$ cat config.mk
export PLATFORM = sky130hd
export DESIGN_NAME = cdr_phase_tracker
export DESIGN_NICKNAME = d
export VERILOG_FILES = /design/src/rtl/cdr_pkg.sv /design/src/rtl/cdr_xing_interp.sv /design/src/rtl/cdr_err_accum.sv /design/src/rtl/cdr_loop_filter.sv /design/src/rtl/cdr_bit_slicer.sv /design/src/rtl/cdr_phase_tracker.sv
export SDC_FILE = /design/constraint.sdc
export NUM_CORES = 1
export LEC_CHECK = 0
export ABC_CLOCK_PERIOD_IN_PS = 16900
export BUFFER_PORTS_ARGS = -buffer_cell sky130_fd_sc_hd__buf_4
export CAP_MARGIN = 20
export CORE_ASPECT_RATIO = 2
export CORE_UTILIZATION = 40
export CTS_BUF_LIST = sky130_fd_sc_hd__clkbuf_2
export CTS_CLUSTER_SIZE = 8
export DETAILED_ROUTE_END_ITERATION = 8
export GPL_ROUTABILITY_DRIVEN = 0
export HOLD_SLACK_MARGIN = 0.03
export PLACE_DENSITY_LB_ADDON = 0.08
export SLEW_MARGIN = 10
export SYNTH_ARGS = -nofsm -noshare
export SYNTH_HDL_FRONTEND = slang
export SYNTH_SLANG_ARGS = --single-unit
$ cat constraint.sdc
create_clock -name clk -period 16.9 [get_ports clk]
set_input_delay 0.845 -clock clk [delete_from_list [all_inputs] [get_ports clk]]
set_output_delay 0.845 -clock clk [all_outputs]
set_load 0.01 [all_outputs]
$ cat src/rtl/cdr_pkg.sv
package cdr_pkg;

    // eight phase steps per unit interval
    localparam int CODE_W = 3;

    typedef enum logic {
        ST_IDLE  = 1'b0,
        ST_TRACK = 1'b1
    } trk_state_t;

endpackage

$ cat src/rtl/cdr_xing_interp.sv
module cdr_xing_interp #(
    parameter int SW = 5
) (
    input  logic signed [SW-1:0] x,
    input  logic signed [SW-1:0] y,
    input  logic [cdr_pkg::CODE_W-1:0] base,
    output logic hit,
    output logic [cdr_pkg::CODE_W-1:0] code
);
    localparam int AW = SW + 1;
    localparam int NW = SW + 5;

    logic signed [AW-1:0] xe, ye;
    logic [AW-1:0] ax, ay;
    logic [NW-1:0] span, num;
    logic [cdr_pkg::CODE_W-1:0] frac;

    always_comb begin
        xe = {x[SW-1], x};
        ye = {y[SW-1], y};
        ax = xe[AW-1] ? AW'(-xe) : AW'(xe);
        ay = ye[AW-1] ? AW'(-ye) : AW'(ye);
        span = NW'(ax) + NW'(ay);
        num = (NW'(ax) << 3) + span;
        frac = '0;
        // rounded 4*|x|/S, found by comparison instead of division
        for (int k = 1; k <= 4; k++) begin
            if (num >= NW'(2 * k) * span) begin
                frac = frac + 1'b1;
            end
        end
        hit = x[SW-1] ^ y[SW-1];
        code = base + frac;
    end

endmodule

$ cat src/rtl/cdr_err_accum.sv
module cdr_err_accum #(
    parameter int NUI   = 8,
    parameter int PH_W  = 10,
    parameter int SUM_W = 13
) (
    input  logic [NUI-1:0] hit,
    input  logic [NUI*cdr_pkg::CODE_W-1:0] code,
    input  logic [PH_W-1:0] avg,
    output logic signed [SUM_W-1:0] err_sum
);
    localparam int CW = cdr_pkg::CODE_W;
    localparam int FR_W = PH_W - CW;

    logic [PH_W-1:0] diff;

    always_comb begin
        err_sum = '0;
        diff = '0;
        for (int u = 0; u < NUI; u++) begin
            // modulo subtraction: wraps into [-0.5, 0.5) UI
            diff = {code[u*CW +: CW], {FR_W{1'b0}}} - avg;
            if (hit[u]) begin
                err_sum = err_sum + SUM_W'($signed(diff));
            end
        end
    end

endmodule

$ cat src/rtl/cdr_loop_filter.sv
module cdr_loop_filter #(
    parameter int PH_W  = 10,
    parameter int SUM_W = 13,
    parameter int KP_W  = 3,
    parameter int KF_W  = 4
) (
    input  logic clk,
    input  logic rst_n,
    input  logic upd,
    input  logic signed [SUM_W-1:0] err_sum,
    input  logic [KP_W-1:0] kp_shift,
    input  logic [KF_W-1:0] kf_shift,
    output logic [PH_W-1:0] avg
);
    localparam int XW = SUM_W + 1;
    localparam logic signed [XW-1:0] FREQ_MAX = XW'(2 ** (PH_W - 1) - 1);
    localparam logic signed [XW-1:0] FREQ_MIN = -FREQ_MAX - XW'(1);

    logic signed [PH_W-1:0] freq_q, freq_d;
    logic signed [SUM_W-1:0] p_step, f_step;
    logic signed [XW-1:0] f_sum;
    logic [PH_W-1:0] avg_d;

    always_comb begin
        f_step = err_sum >>> kf_shift;
        p_step = err_sum >>> kp_shift;
        f_sum = XW'(freq_q) + XW'(f_step);
        if (f_sum > FREQ_MAX) begin
            freq_d = PH_W'(FREQ_MAX);
        end else if (f_sum < FREQ_MIN) begin
            freq_d = PH_W'(FREQ_MIN);
        end else begin
            freq_d = PH_W'(f_sum);
        end
        // phase integrator wraps modulo one UI
        avg_d = avg + PH_W'(p_step) + PH_W'(freq_q);
    end

    always_ff @(posedge clk or negedge rst_n) begin
        if (!rst_n) begin
            freq_q <= '0;
            avg <= '0;
        end else if (upd) begin
            freq_q <= freq_d;
            avg <= avg_d;
        end
    end

endmodule

$ cat src/rtl/cdr_bit_slicer.sv
module cdr_bit_slicer #(
    parameter int NS = 16,
    parameter int SW = 5
) (
    input  logic [NS*SW-1:0] samples,
    input  logic [cdr_pkg::CODE_W-1:0] avg_code,
    output logic [NS/2-1:0] bits
);
    localparam int NUI = NS / 2;

    logic [cdr_pkg::CODE_W-1:0] eye;
    logic late;

    always_comb begin
        eye = avg_code + cdr_pkg::CODE_W'(4);
        // eye codes 2..5 sit closer to the half-UI sample
        late = eye[2] ^ eye[1];
        for (int u = 0; u < NUI; u++) begin
            if (late) begin
                bits[u] = ~samples[(2*u+1)*SW + SW - 1];
            end else begin
                bits[u] = ~samples[(2*u)*SW + SW - 1];
            end
        end
    end

endmodule

$ cat src/rtl/cdr_phase_tracker.sv
module cdr_phase_tracker
    import cdr_pkg::*;
#(
    parameter int NS   = 16,
    parameter int SW   = 5,
    parameter int PH_W = 10,
    parameter int KP_W = 3,
    parameter int KF_W = 4
) (
    input  logic clk,
    input  logic rst_n,
    input  logic en,
    input  logic [NS*SW-1:0] samples,
    input  logic [KP_W-1:0] kp_shift,
    input  logic [KF_W-1:0] kf_shift,
    output logic [NS/2-1:0] bits_out,
    output logic bits_valid,
    output logic [PH_W-1:0] phase_avg
);
    localparam int NUI = NS / 2;
    localparam int SUM_W = PH_W + $clog2(NUI);

    trk_state_t state_q, state_d;
    logic signed [SW-1:0] prev_q;
    logic [NUI-1:0] ui_hit;
    logic [NUI*CODE_W-1:0] ui_code;
    logic signed [SUM_W-1:0] err_sum;
    logic [NUI-1:0] slice_bits;
    logic upd;

    always_comb begin
        state_d = state_q;
        unique case (state_q)
            ST_IDLE:  if (en)  state_d = ST_TRACK;
            ST_TRACK: if (!en) state_d = ST_IDLE;
        endcase
    end

    always_ff @(posedge clk or negedge rst_n) begin
        if (!rst_n) begin
            state_q <= ST_IDLE;
        end else begin
            state_q <= state_d;
        end
    end

    assign upd = (state_q == ST_TRACK);

    for (genvar u = 0; u < NUI; u++) begin : g_ui
        logic signed [SW-1:0] s_lead, s_mid, s_tail;
        logic h_edge, h_mid;
        logic [CODE_W-1:0] c_edge, c_mid;

        assign s_mid  = samples[(2*u)*SW +: SW];
        assign s_tail = samples[(2*u+1)*SW +: SW];
        if (u == 0) begin : g_first
            assign s_lead = prev_q;
        end else begin : g_rest
            assign s_lead = samples[(2*u-1)*SW +: SW];
        end

        cdr_xing_interp #(.SW(SW)) u_edge (
            .x(s_lead), .y(s_mid), .base(CODE_W'(4)),
            .hit(h_edge), .code(c_edge)
        );
        cdr_xing_interp #(.SW(SW)) u_mid (
            .x(s_mid), .y(s_tail), .base(CODE_W'(0)),
            .hit(h_mid), .code(c_mid)
        );

        assign ui_hit[u] = h_edge | h_mid;
        assign ui_code[u*CODE_W +: CODE_W] = h_mid ? c_mid : c_edge;
    end

    cdr_err_accum #(.NUI(NUI), .PH_W(PH_W), .SUM_W(SUM_W)) u_err (
        .hit(ui_hit), .code(ui_code), .avg(phase_avg), .err_sum(err_sum)
    );

    cdr_loop_filter #(.PH_W(PH_W), .SUM_W(SUM_W), .KP_W(KP_W), .KF_W(KF_W)) u_loop (
        .clk(clk), .rst_n(rst_n), .upd(upd), .err_sum(err_sum),
        .kp_shift(kp_shift), .kf_shift(kf_shift), .avg(phase_avg)
    );

    cdr_bit_slicer #(.NS(NS), .SW(SW)) u_slice (
        .samples(samples), .avg_code(phase_avg[PH_W-1 -: CODE_W]), .bits(slice_bits)
    );

    always_ff @(posedge clk or negedge rst_n) begin
        if (!rst_n) begin
            bits_out <= '0;
            bits_valid <= 1'b0;
            prev_q <= '0;
        end else begin
            prev_q <= samples[(NS-1)*SW +: SW];
            bits_valid <= upd;
            if (upd) begin
                bits_out <= slice_bits;
            end
        end
    end

endmodule

; Yosys cells after proc, flatten, opt, wreduce, memory -nomap -nowiden
; Cells that the tools add are included.
; Widths: inputs -> output; s select.
[totals]
register_bits = 35
latch_bits = 0
mem_bits_rw = 0
rom_bits = 0
in_bits = 90
out_inout_bits = 19
elab_cells = 363
mem_count = 0
[classes]
add_sub_neg = 124
n_mul = 16
n_div = 0
n_lt_le_gt_ge = 66
n_eq_ne = 0
shift = 2
muxes = 108
bitwise = 41
n_reduce_logical = 0
[ops]
columns = cell, n
row1 = $ge 10x10->1, 64
row2 = $mux 3, 56
row3 = $add 9x10->10, 16
row4 = $mul 2x10->9 const A, 16
row5 = $add 3x1->3 const B, 48
row6 = $add 6x6->7, 16
row7 = $mux 13, 8
row8 = $mux 6, 17
row9 = $neg 5->6, 17
row10 = $add 13x10->13, 7
row11 = $sub 10x10->10, 8
row12 = $mux 1, 25
row13 = $add 3x3->3 const A, 8
row14 = $add 10x10->10, 2
row15 = $mux 10, 2
row16 = $xor 1x1->1, 17
row17 = $not 1->1, 16
row18 = $add 10x13->14, 1
row19 = $gt 14x10->1 const B, 1
row20 = $lt 14x10->1 const B, 1
row21 = $sshr 13x3->10, 1
row22 = $sshr 13x4->13, 1
row23 = $or 1x1->1, 8
row24 = $add 3x3->3 const B, 1

; Logic depth before layout (Yosys ltp)
; Gate-level depths: netlist of run 1.
[logic_depth]
depth_word = 35
depth_mapped = 99
ltp_nobuf = 97

; Cells and area by module
; From an unflattened synthesis of run 1, not the netlist that was laid out.
[unflattened]
hier_cells = 4876
area_unflattened_um2 = 40741.6
[by_module_without_submodules]
columns = module, n_inst, cells_per_inst, area_per_inst_um2, seq_area_each_um2
row1 = cdr_xing_interp at g_ui[1].u_mid ..., 9, 223, 1909.3, 0.0
row2 = cdr_xing_interp at g_ui[0].u_edge ..., 5, 256, 2097.0, 0.0
row3 = cdr_err_accum, 1, 718, 5281.3, 0.0
row4 = cdr_loop_filter, 1, 354, 3045.4, 500.5
row5 = cdr_xing_interp at g_ui[7].u_mid, 1, 224, 1910.6, 0.0
row6 = cdr_xing_interp at g_ui[4].u_edge, 1, 226, 1893.1, 0.0
row7 = cdr_phase_tracker, 1, 58, 834.6, 375.4
row8 = cdr_bit_slicer, 1, 9, 107.6, 0.0

; Worst setup path before layout of run 1
; No wires, ideal clock.
[synth_path]
kind = input to register
startpoint = input port samples[4]
endpoint = register u_loop.freq_q[2]
setup_ps = 78
arrival_time_ps = 17731
required_time_ps = 16822
setup_slack_ps = -909
cell_stages = 89
path_buffers = 2
cell_sequence = buf_2 o21ai_0 inv_1 fa_1 o31ai_4 xor2_1 xnor2_1 ha_1 a21oi_1 o21ai_0 xor2_1 ha_1 nand4_1 nor3_1 a2111oi_0 maj3_2 nor2_1 nor2_1 [53 not listed] a221o_1 a21oi_1 ha_1 a21o_1 a21o_1 a21o_1 a21oi_1 o21bai_1 a21oi_1 nor2b_1 o21a_1 o21ai_0 nand2b_1 a21oi_1 xnor2_1 o31ai_1 a21oi_1 a21oi_1
[synth_via]
elab_chain_len = 35
word_cells_on_any_way = 57
classes_between = add/sub (21) / mul (2) / order compare (10) / shift (1) / mux (20) / bitwise (3)
[synth_lines]
columns = item, line_no
row1 = "start, declared", cdr_phase_tracker.sv:13  ; input logic [NS*SW-1:0] samples,
row2 = $neg 5->6, "cdr_xing_interp.sv:21, cdr_xing_interp.sv:22"
row3 = $mux 6, "cdr_xing_interp.sv:21, cdr_xing_interp.sv:22"
row4 = $add 6x6->7, cdr_xing_interp.sv:23  ; span = NW'(ax) + NW'(ay);
row5 = $add 9x10->10, cdr_xing_interp.sv:24  ; num = (NW'(ax) << 3) + span;
row6 = $ge 10x10->1, cdr_xing_interp.sv:28  ; if (num >= NW'(2 * k) * span) begin
row7 = $mux 1, cdr_xing_interp.sv:28
row8 = $add 3x1->3, cdr_xing_interp.sv:29  ; frac = frac + 1'b1;
row9 = $mux 3, cdr_xing_interp.sv:28
row10 = [19 not listed], n/a
row11 = $mux 13 *, cdr_err_accum.sv:22  ; if (hit[u]) begin
row12 = $add 13x10->13, cdr_err_accum.sv:23  ; err_sum = err_sum + SUM_W'($signed(diff));
row13 = $mux 13 *, cdr_err_accum.sv:22
row14 = $sshr 13x4->13 *, cdr_loop_filter.sv:25  ; f_step = err_sum >>> kf_shift;
row15 = $add 10x13->14 *, cdr_loop_filter.sv:27  ; f_sum = XW'(freq_q) + XW'(f_step);
row16 = $lt 14x10->1, cdr_loop_filter.sv:30  ; end else if (f_sum < FREQ_MIN) begin
row17 = $mux 10, cdr_loop_filter.sv:30
row18 = $mux 10 *, cdr_loop_filter.sv:28  ; if (f_sum > FREQ_MAX) begin
row19 = "end signal, assigned", cdr_loop_filter.sv:44  ; freq_q <= freq_d;
row20 = "end, declared", cdr_loop_filter.sv:19  ; logic signed [PH_W-1:0] freq_q, freq_d;
; Every way passes the cells marked *; elsewhere a longest branch is shown, timed or not.
; A chain may end at the register's enable or synchronous reset.

; Final worst setup path of run 1
[layout_path]
startpoint = input port samples[1]
endpoint = register u_loop.freq_q[0]
[layout_via]
elab_chain_len = 35
word_cells_on_any_way = 54
classes_between = add/sub (21) / mul (2) / order compare (10) / shift (1) / mux (20)
[layout_lines]
columns = item, line_no
row1 = $neg 5->6, "cdr_xing_interp.sv:21, cdr_xing_interp.sv:22"
row2 = $mux 6 *, "cdr_xing_interp.sv:21, cdr_xing_interp.sv:22"
row3 = $add 6x6->7, cdr_xing_interp.sv:23
row4 = $add 9x10->10, cdr_xing_interp.sv:24
row5 = $ge 10x10->1, cdr_xing_interp.sv:28
row6 = $mux 1, cdr_xing_interp.sv:28
row7 = $add 3x1->3, cdr_xing_interp.sv:29
row8 = $mux 3, cdr_xing_interp.sv:28
row9 = [19 not listed], n/a
row10 = $mux 13 *, cdr_err_accum.sv:22
row11 = $add 13x10->13, cdr_err_accum.sv:23
row12 = $mux 13 *, cdr_err_accum.sv:22
row13 = $sshr 13x4->13 *, cdr_loop_filter.sv:25
row14 = $add 10x13->14 *, cdr_loop_filter.sv:27
row15 = $lt 14x10->1, cdr_loop_filter.sv:30
row16 = $mux 10, cdr_loop_filter.sv:30
row17 = $mux 10 *, cdr_loop_filter.sv:28
; Marked as above.

==> results of run 1 <==
cell usage in the layout (no fill, tap or decap), types with 15 or more instances in the layout:
cell type	count
o21ai_1	22
a31oi_1	19
ha_1	886
buf_4	534
fa_1	58
a21o_1	144
dfrtp_1	34
o211ai_1	22
or3_1	18
a21oi_1	360
a21oi_2	36
xor2_1	105
o31ai_1	20
a211o_1	18
nor4bb_1	15
a21boi_0	19
nand2b_1	100
mux2_2	34
o21ai_0	193
a211oi_1	28
inv_1	419
nor2b_1	94
ha_4	25
nor2_1	187
xnor2_1	278
mux2i_1	55
nand2_1	176
nand3_1	25
o21a_1	50
nor3_1	20
o21bai_1	93
conb_1	68
xnor2_2	22
logic make-up after synthesis:
kind of cell	synth area share, %
buf+inv	5.95
compound gates	22.6
other cells	0.0240
xor+xnor	12.3
fa+ha+maj	40.9
flops	2.80
simple gates	11.8
mux	3.62
cell type report:
type                    count  area share (%)
diodes                      1         0.00655
clock buffers               5          0.0655
clock inverters             3          0.0393
inverters                 435            4.29
multi-input cells        3442            78.9
flip-flops and latches     35            2.30
well taps                1022            3.35
repair buffers            552            11.1
metrics by stage:
stage	hold WS, ps	TNS (ps)
after CTS	251	0
final	270	0
after detailed placement	500	-13860
after floorplan	352	0
after global routing	287	-3670
after global placement	497	-11070
synth_stat cells, types with 22 or more instances:
| library cell | count |
|---|---|
| nor2_1 | 192 |
| fa_1 | 63 |
| o21bai_1 | 93 |
| nor2b_1 | 97 |
| a211oi_1 | 30 |
| nor3_1 | 23 |
| a21oi_1 | 399 |
| a31oi_1 | 23 |
| ha_1 | 915 |
| o211ai_1 | 22 |
| nand2b_1 | 100 |
| xnor2_1 | 308 |
| o21a_1 | 50 |
| a21o_1 | 144 |
| dfrtp_1 | 35 |
| inv_1 | 434 |
| o21ai_0 | 224 |
| mux2i_1 | 58 |
| mux2_2 | 35 |
| clkbuf_1 | 52 |
| nand3_1 | 29 |
| xor2_1 | 117 |
| nand2_1 | 181 |
sequential cells by signal, indices dropped and copies added, names as in the netlist:
signal	count
u_loop.freq_q	10
u_loop.avg	10
bits_valid	1
g_ui.s_lead	5
state_q	1
bits_out	8
timing repair:
action	in CTS	in global routing
gates resized for setup	51	201
cloned	0	1
pin swaps	35	166
buffers inserted	20	34
setup endpoints to repair	11	14
worst register-to-register path: cells and delay by family, from the launching register on:
family / cells / cell delay [ps]
compound gates: 34 / 5850
fa+ha+maj: 13 / 3660
xor+xnor: 15 / 2640
simple gates: 13 / 1720
buf+inv: 11 / 1410
mux: 2 / 540
flops: 1 / 470
per-layer routing:
metal / vias up / track usage [%] / wire (um)
li1: 14900 / - / -
met2: 293 / 48.4 / 52100
met5: - / 0 / 26
met1: 13400 / 20.7 / 31500
met3: 143 / 1.73 / 1800
met4: 4 / 6.79 / 2940
worst max-delay path by stage:
stage	startpoint	end	slack, ps
global route	samples[6]	u_loop.freq_q[1]$_DFFE_PN0P_	-440
finish	samples[1]	u_loop.freq_q[0]$_DFFE_PN0P_	330
detailed placement	samples[1]	u_loop.freq_q[8]$_DFFE_PN0P_	-1320
CTS	g_ui[0].s_lead[0]$_DFF_PN0_	u_loop.freq_q[3]$_DFFE_PN0P_	10
floorplan	samples[1]	u_loop.freq_q[2]$_DFFE_PN0P_	10
global placement	samples[1]	u_loop.freq_q[1]$_DFFE_PN0P_	-1090
==> impl_metrics.py, run 1 <==
metrics = {
    "logic_synthesis": {
        "netlist_top_cells_area": "ha_1 37%, xnor2_1 8.6%, a21oi_1 6.4%, inv_1 5.2%, fa_1 4.0%",
        "syn_area_um2": 31300,
        "synthCells": 3905,
        "synth_top_cell_by_area": "ha_1",
        "async_flop_share_pct": 100,
        "yosysSeqAreaShare_pct": 2.80,
        "synthFlopType": "dfrtp_1",
        "synth_top_area_share_pct": 36.6,
        "yosys_register_bits": 35,
        "synth.distinct_cells": 99,
        "synth_edf_count": 0,
        "synth.avg_cell_area_um2": 8.02,
        "yosysWarnings": 0,
    },
    "cells_and_area": {
        "final_cells": 5495,
        "nets": 5539,
        "register_area_um2": 877,
        "multi_input_area_um2": 30100,
        "finalInstanceArea_um2": 38200,
        "layout-drive-gt1-share_pct": 18.6,
        "area_delta_synth_final_pct": 22.0,
        "fillers": 7741,
        "final_core_util_pct": 49.4,
    },
    "min_path": {
        "worstHoldPathType": "in -> async",
    },
    "route": {
        "drt_first_pass_iters": 4,
        "drt_first_iter_violations": 614,
        "post-route-drc-count": 0,
        "drt-total-wl_mm": 88.3,
        "via_per_inst": 5.23,
        "vias": 28700,
        "detail-route-antenna-nets": 0,
        "wire_per_inst_um": 16.1,
    },
    "setup_path": {
        "critPathArrivalTime_ps": 16930,
        "r2r-end": "u_loop.freq_q[0]$_DFFE_PN0P_",
        "end_kind": "flop",
        "reg2reg_from": "g_ui[0].s_lead[1]$_DFF_PN0_",
        "crit_cells": 91,
        "r2r.worst_path.cells": 88,
        "cp_max_fo": 9,
        "required_ps": 17260,
        "slowest_stage": "ha_1",
        "cp_num_buf_inv": 14,
        "crit_family": "compound AO/OA/AOI/OAI gates",
        "cp-start-kind": "input pin",
        "slowest_delay_ps": 360,
        "crit_type": "in -> reg",
        "rrSetupSlack_ps": 480,
        "cpMostUsedCell": "ha_1",
    },
    "global_routing": {
        "grt_max_degree": 48,
        "grt-ovfl-total": 0,
        "grt_pass1_wl_mm": 143,
        "antenna_found_initial": 3,
        "track_usage_pct": 22.2,
        "first_global_vias": 29500,
    },
    "placement": {
        "dpl_cell_area_um2": 36500,
        "io_buffer_count": 108,
        "place_ws_ps": -1320,
        "hpwlAfterDp_mm": 76.6,
        "dp.cells": 5433,
    },
    "clock_tree": {
        "cts_buffer_depth": 2,
        "cts_tree": "built",
        "ctsHoldBuffers": 0,
        "clock_latency_ps": 510,
        "cts.clk_slew.worst_paths_ps": 240,
        "cts_buffers": 5,
        "clockRootBuffer": "clkbuf_2",
        "htreeDepth": 2,
        "clock-sinks": 35,
    },
    "floorplanning": {
        "io_pins": 109,
        "die_area_um2": 79500,
        "core_um2": 77300,
        "initial_utilization_pct": 40.5,
        "core.rowCount": 144,
        "die_h_um": 398,
        "fp.dieW_um": 200,
    },
    "timing": {
        "rsz0062_at_grt": "yes",
        "setup_viol": 0,
        "max_freq_ghz": 0.0603,
        "maxSlewViolCount": 0,
        "period_needed_ps": 16570,
        "fin_crit_sh_pct": 98.1,
        "worst_pin_slew_ps": 1140,
        "skew_ps": 39.5,
        "setup_slack_ps": 327,
        "finalHoldViolCount": 0,
        "slew_headroom_pct": 23.3,
    },
    "run_status": {
        "status": "completed",
    },
    "flow_run": {
        "drv_cap": 0,
    },
}
Power of run 1 is left out: the tool's default activity adds up to more than one toggle a clock period on the data nets, which glitch-free logic cannot reach.
==> run 2: changes to the inputs <==
- CAP_MARGIN: 20 -> default
- SYNTH_HIERARCHICAL: default -> 1
==> run 2 against run 1 <==
Effect of this change: first-iteration DRC count up 110%; critical path depth down 9; largest cell class unchanged; critical endpoint is now u_loop/freq_q[4]$_DFFE_PN0P_; register-to-register slack better by 270 ps.
==> impl_metrics.py, run 2 <==
metrics = {
    "clock_tree": {
        "clock_latency_ps": 610,
        "htreeDepth": 2,
        "clockRootBuffer": "clkbuf_2",
        "cts_tree": "built",
        "cts_buffers": 5,
        "ctsHoldBuffers": 0,
        "cts.clk_slew.worst_paths_ps": 320,
        "clock-sinks": 35,
        "cts_buffer_depth": 2,
    },
    "logic_synthesis": {
        "yosysWarnings": 6,
        "ys_top_cells_by_count": "849 x ha_1, 439 x inv_1, 340 x a21oi_1",
        "yosysSeqAreaShare_pct": 2.15,
        "synth_edf_count": 0,
        "synth_top_cell_by_area": "ha_1",
        "synthFlopType": "dfrtp_1",
        "synth_top_area_share_pct": 26.1,
        "syn_area_um2": 40700,
        "synthCells": 4876,
        "yosysMostFrequentCell": "ha_1",
        "async_flop_share_pct": 100,
        "synth.distinct_cells": 133,
        "synth.avg_cell_area_um2": 8.36,
        "yosys_register_bits": 35,
        "netlist_top_cells_area": "ha_1 26%, xnor2_1 6.6%, a21oi_1 4.2%, inv_1 4.0%, a21o_1 3.3%",
    },
    "route": {
        "drt_first_pass_iters": 6,
        "drt-total-wl_mm": 121,
        "vias": 37300,
        "via_per_inst": 5.42,
        "detail-route-antenna-nets": 0,
        "post-route-drc-count": 0,
        "wire_per_inst_um": 17.6,
        "drt_first_iter_violations": 1260,
    },
    "cells_and_area": {
        "area_delta_synth_final_pct": 18.0,
        "nets": 6553,
        "layout_commonest_cell": "ha_1",
        "finalInstanceArea_um2": 48100,
        "reg.largest.list": "u_loop/avg x10, u_loop/freq_q x10, bits_out x8",
        "final_core_util_pct": 47.6,
        "layout_common_cells": "826 x ha_1, 634 x buf_4, 433 x inv_1",
        "layout-drive-gt1-share_pct": 23.0,
    },
    "setup_path": {
        "required_ps": 17480,
        "cp-start-kind": "flop",
        "slowest_stage": "mux4_2",
        "slowest_delay_ps": 550,
        "end_kind": "flop",
        "crit_type": "reg -> reg",
        "cp_max_fo": 8,
        "rrSetupSlack_ps": 750,
        "critPathArrivalTime_ps": 16730,
    },
    "global_routing": {
        "grt-ovfl-total": 0,
        "first_global_vias": 38300,
        "track_usage_pct": 23.4,
        "grt_max_degree": 36,
        "antenna_found_initial": 1,
        "grt_pass1_wl_mm": 193,
    },
    "floorplanning": {
        "fp.dieW_um": 228,
        "core.rowCount": 165,
        "initial_utilization_pct": 40.4,
        "core_um2": 101000,
        "io_pins": 109,
        "die_h_um": 453,
        "die_area_um2": 103000,
    },
    "timing": {
        "slew_headroom_pct": 30.4,
        "fin_crit_sh_pct": 95.6,
        "finalHoldViolCount": 0,
        "skew_ps": 20.4,
        "max_freq_ghz": 0.0619,
        "worst_pin_slew_ps": 1040,
        "setup_viol": 0,
        "period_needed_ps": 16150,
        "maxSlewViolCount": 0,
    },
    "flow_run": {
        "drv_cap": 0,
    },
    "run_status": {
        "status": "completed",
    },
    "min_path": {
        "worstHoldPathType": "in -> async",
    },
    "placement": {
        "hpwlAfterDp_mm": 104,
        "dpl_cell_area_um2": 47000,
        "io_buffer_count": 108,
    },
}
-- run 2: cell count changes in the layout (fill, tap and decap cells not counted), moves of 41 or more --
cell and change:
nor3_1 +82, xnor2_2 +41, and2_1 +61, conb_1 +44
ha_1 -60, nand3_1 +64, o21bai_1 -73, nor2b_1 -63
nand2_1 +103, o21ai_1 +51, buf_4 +100, o31ai_1 +45
-- run 2: layout make-up --
cell class	instances	area, um^2
antenna	4	10.0
clock buffer	5	25.0
clock inverter	3	23.8
fill	10000	52900
inverter	486	1820
multi-input combinational	4383	38800
sequential	35	878
tap	1336	1670
timing repair buffer	638	4810
-- run 2: layer usage --
layer	routed length [um]	vias to the layer above	global-route usage (%)	share of wire (%)
met2	70600	441	50.2	58
met5	0	-	0	0
li1	-	19100	-	-
met4	5550	0	9.82	4.6
met3	1700	230	1.02	1.4
met1	43200	17600	21.9	36
-- run 2: worst paths after layout --
path | end | cells past startpoint | startpoint
worst max-delay path | u_loop/freq_q[4]$_DFFE_PN0P_ | 82 | g_ui[0].s_lead[1]$_DFF_PN0_
worst min-delay path | u_loop/avg[1]$_DFFE_PN0P_ | 1 | rst_n
worst max register to register | u_loop/freq_q[4]$_DFFE_PN0P_ | 82 | g_ui[0].s_lead[1]$_DFF_PN0_
worst min register to register | bits_out[6]$_DFFE_PN0P_ | 1 | bits_out[6]$_DFFE_PN0P_
max in group asynchronous | g_ui[0].s_lead[1]$_DFF_PN0_ | 1 | rst_n
min in group clk | state_q$_DFF_PN0_ | 1 | en
-- run 2: kinds of logic after synthesis --
logic type / after synthesis / synth area share [%]
mux: 159 / 4.40
other cells: 18 / 0.166
fa+ha+maj: 959 / 30.4
compound gates: 1472 / 25.7
xor+xnor: 542 / 16.0
simple gates: 1139 / 15.8
flops: 35 / 2.15
buf+inv: 552 / 5.47
-- run 2: worst max-delay path: cells and delay by family, from the launching register on --
family	cells	cell delay, ps
multiplexers	4	1350
adder cells (fa/ha/maj)	15	3880
XOR/XNOR	12	2210
AND/OR/NAND/NOR	26	4110
buffers and inverters	8	1040
AO/OA/AOI/OAI	17	2990
flip-flops	1	510
-- run 2: what timing repair did --
item,CTS,global route
hold endpoints to repair,0,0
setup buffers,2,21
gates resized for setup,11,148
endpoints found under the setup margin,15,16
pin swaps,3,100
-- run 2: stage by stage --
| step | hold WS, ps | std cells | setup TNS [ps] | worst slack (ps) |
|---|---|---|---|---|
| floorplan | 393 | 4970 | 0 | 34.6 |
| global placement | 504 | 6855 | -7590 | -691 |
| detailed placement | 497 | 6855 | -12350 | -1030 |
| CTS | 168 | 6865 | -0.835 | -0.835 |
| global route | 191 | 6890 | -332 | -59.9 |
| finish | 223 | 6890 | 0 | 750 |
Power of run 2 is left out for the same reason.
==> run 3: changes to the inputs <==
- CORE_UTILIZATION: 40 -> 30
==> run 3 against run 2 <==
Effect of this change: die area grew 33%; first-iteration DRC count is 25% lower; critical path depth fell by 3; via count grew 0.84%; flip-flop and latch count unchanged; cell count rose by 7.1%; global-route usage down 4.6 points; sequential share of layout area down 0.061 points; cell area is 3.3% higher; register-to-register slack got worse by 110 ps; maximum frequency down 0.65%; hold slack got worse by 2.4 ps.
==> impl_metrics.py, run 3 (synthesis gave the netlist of run 2 again) <==
metrics = {
    "run_status": {
        "status": "completed",
    },
    "global_routing": {
        "grt_max_degree": 36,
        "track_usage_pct": 18.8,
        "antenna_found_initial": 4,
        "grt-ovfl-total": 0,
        "first_global_vias": 39000,
        "grt_pass1_wl_mm": 207,
    },
    "route": {
        "post-route-drc-count": 0,
        "via_per_inst": 5.10,
        "wire_per_inst_um": 17.8,
        "vias": 37600,
        "drt-total-wl_mm": 132,
        "drt_first_iter_violations": 944,
        "drt_first_pass_iters": 7,
        "detail-route-antenna-nets": 0,
    },
    "floorplanning": {
        "io_pins": 109,
        "initial_utilization_pct": 30.3,
        "core.rowCount": 190,
        "fp.dieW_um": 263,
        "core_um2": 134000,
        "die_h_um": 523,
        "die_area_um2": 137000,
    },
    "clock_tree": {
        "htreeDepth": 2,
        "cts_tree": "built",
        "cts.clk_slew.worst_paths_ps": 340,
        "cts_buffers": 5,
        "clock_latency_ps": 740,
        "clockRootBuffer": "clkbuf_2",
        "clock-sinks": 35,
        "cts_buffer_depth": 2,
    },
    "cells_and_area": {
        "nets": 6652,
        "area_delta_synth_final_pct": 21.9,
        "layout_common_cells": "813 x ha_1, 729 x buf_4, 433 x inv_1",
        "final_cells": 7380,
        "layout-drive-gt1-share_pct": 25.0,
        "final_core_util_pct": 37.0,
        "layout_commonest_cell": "ha_1",
        "reg.largest.list": "u_loop/avg x10, u_loop/freq_q x10, bits_out x8",
        "fillers": 14100,
    },
    "setup_path": {
        "required_ps": 17570,
        "crit_family": "adder cells",
        "cp_max_fo": 5,
        "end_kind": "flop",
        "crit_type": "reg -> reg",
        "slowest_stage": "mux4_2",
        "slowest_delay_ps": 560,
        "cp-start-kind": "flop",
        "cp_num_buf_inv": 8,
        "cpMostUsedCell": "ha_4",
        "critPathArrivalTime_ps": 16930,
    },
    "timing": {
        "fin_crit_sh_pct": 96.2,
        "worst_pin_slew_ps": 1030,
        "max_freq_ghz": 0.0615,
        "whs_ps": 221,
        "slew_headroom_pct": 31.1,
        "finalHoldViolCount": 0,
        "period_needed_ps": 16260,
        "maxSlewViolCount": 0,
        "skew_ps": 64.1,
        "setup_viol": 0,
    },
    "placement": {
        "io_buffer_count": 108,
        "dp.cells": 7334,
        "hpwlAfterDp_mm": 115,
    },
    "flow_run": {
        "drv_cap": 0,
    },
    "min_path": {
        "worstHoldPathType": "in -> reg",
    },
}
## run 3: cell count changes in the layout (fill, tap and decap cells not counted), sizes merged
cell and delta:
buf +98, dlygate4sd3 +1, diode -1
## run 3: repair_timing
action / 4_1_cts / 5_1_grt
hold endpoints to repair: 6 / 0
gates cloned: 0 / 1
setup endpoints to repair: 15 / 16
gates resized for setup: 16 / 192
buffers inserted: 3 / 32
pin swaps: 6 / 130
hold buffers: 1 / 0
## run 3: per-layer routing
metal	share of wire [%]	track usage, %	wire length (um)	vias up
met3	1.2	0.827	1610	169
li1	-	-	-	19300
met4	3.8	6.64	4970	2
met2	61	42.2	79900	384
met5	0.0061	0	8	-
met1	34	17.0	45000	17800
## run 3: final cells by class
class / instances / area (um^2) / area share (%)
multi-input combinational: 4383 / 39200 / 78.9
clock buffer: 5 / 25.0 / 0.0504
inverter: 486 / 1820 / 3.67
antenna: 3 / 7.51 / 0.0151
sequential: 35 / 877 / 1.77
tap: 1728 / 2160 / 4.35
timing repair buffer: 737 / 5560 / 11.2
clock inverter: 3 / 23.8 / 0.0479
## run 3: through the flow
stage          cell area, um^2  setup slack (ps)  TNS (ps)
4_1_cts                  48300              31.7         0
5_1_grt                  49700              -106      -762
2_1_floorplan            41100              34.6         0
3_5_place_dp             48200             -1110    -13360
3_3_place_gp             48200              -918    -11140
6_report                 49700               644         0
## run 3: worst paths after layout
kind                                                   from  cells past startpoint                      endpoint  slack (ps)
worst max register to register  g_ui[0].s_lead[1]$_DFF_PN0_                     79  u_loop/freq_q[0]$_DFFE_PN0P_         640
worst min-delay path                                     en                      1             state_q$_DFF_PN0_         220
max in group asynchronous                             rst_n                      2             state_q$_DFF_PN0_       15730
worst max-delay path            g_ui[0].s_lead[1]$_DFF_PN0_                     79  u_loop/freq_q[0]$_DFFE_PN0P_         640
min in group asynchronous                             rst_n                      2     u_loop/avg[3]$_DFFE_PN0P_         580
worst min register to register      bits_out[7]$_DFFE_PN0P_                      1       bits_out[7]$_DFFE_PN0P_         570
Power of run 3 is left out for the same reason.
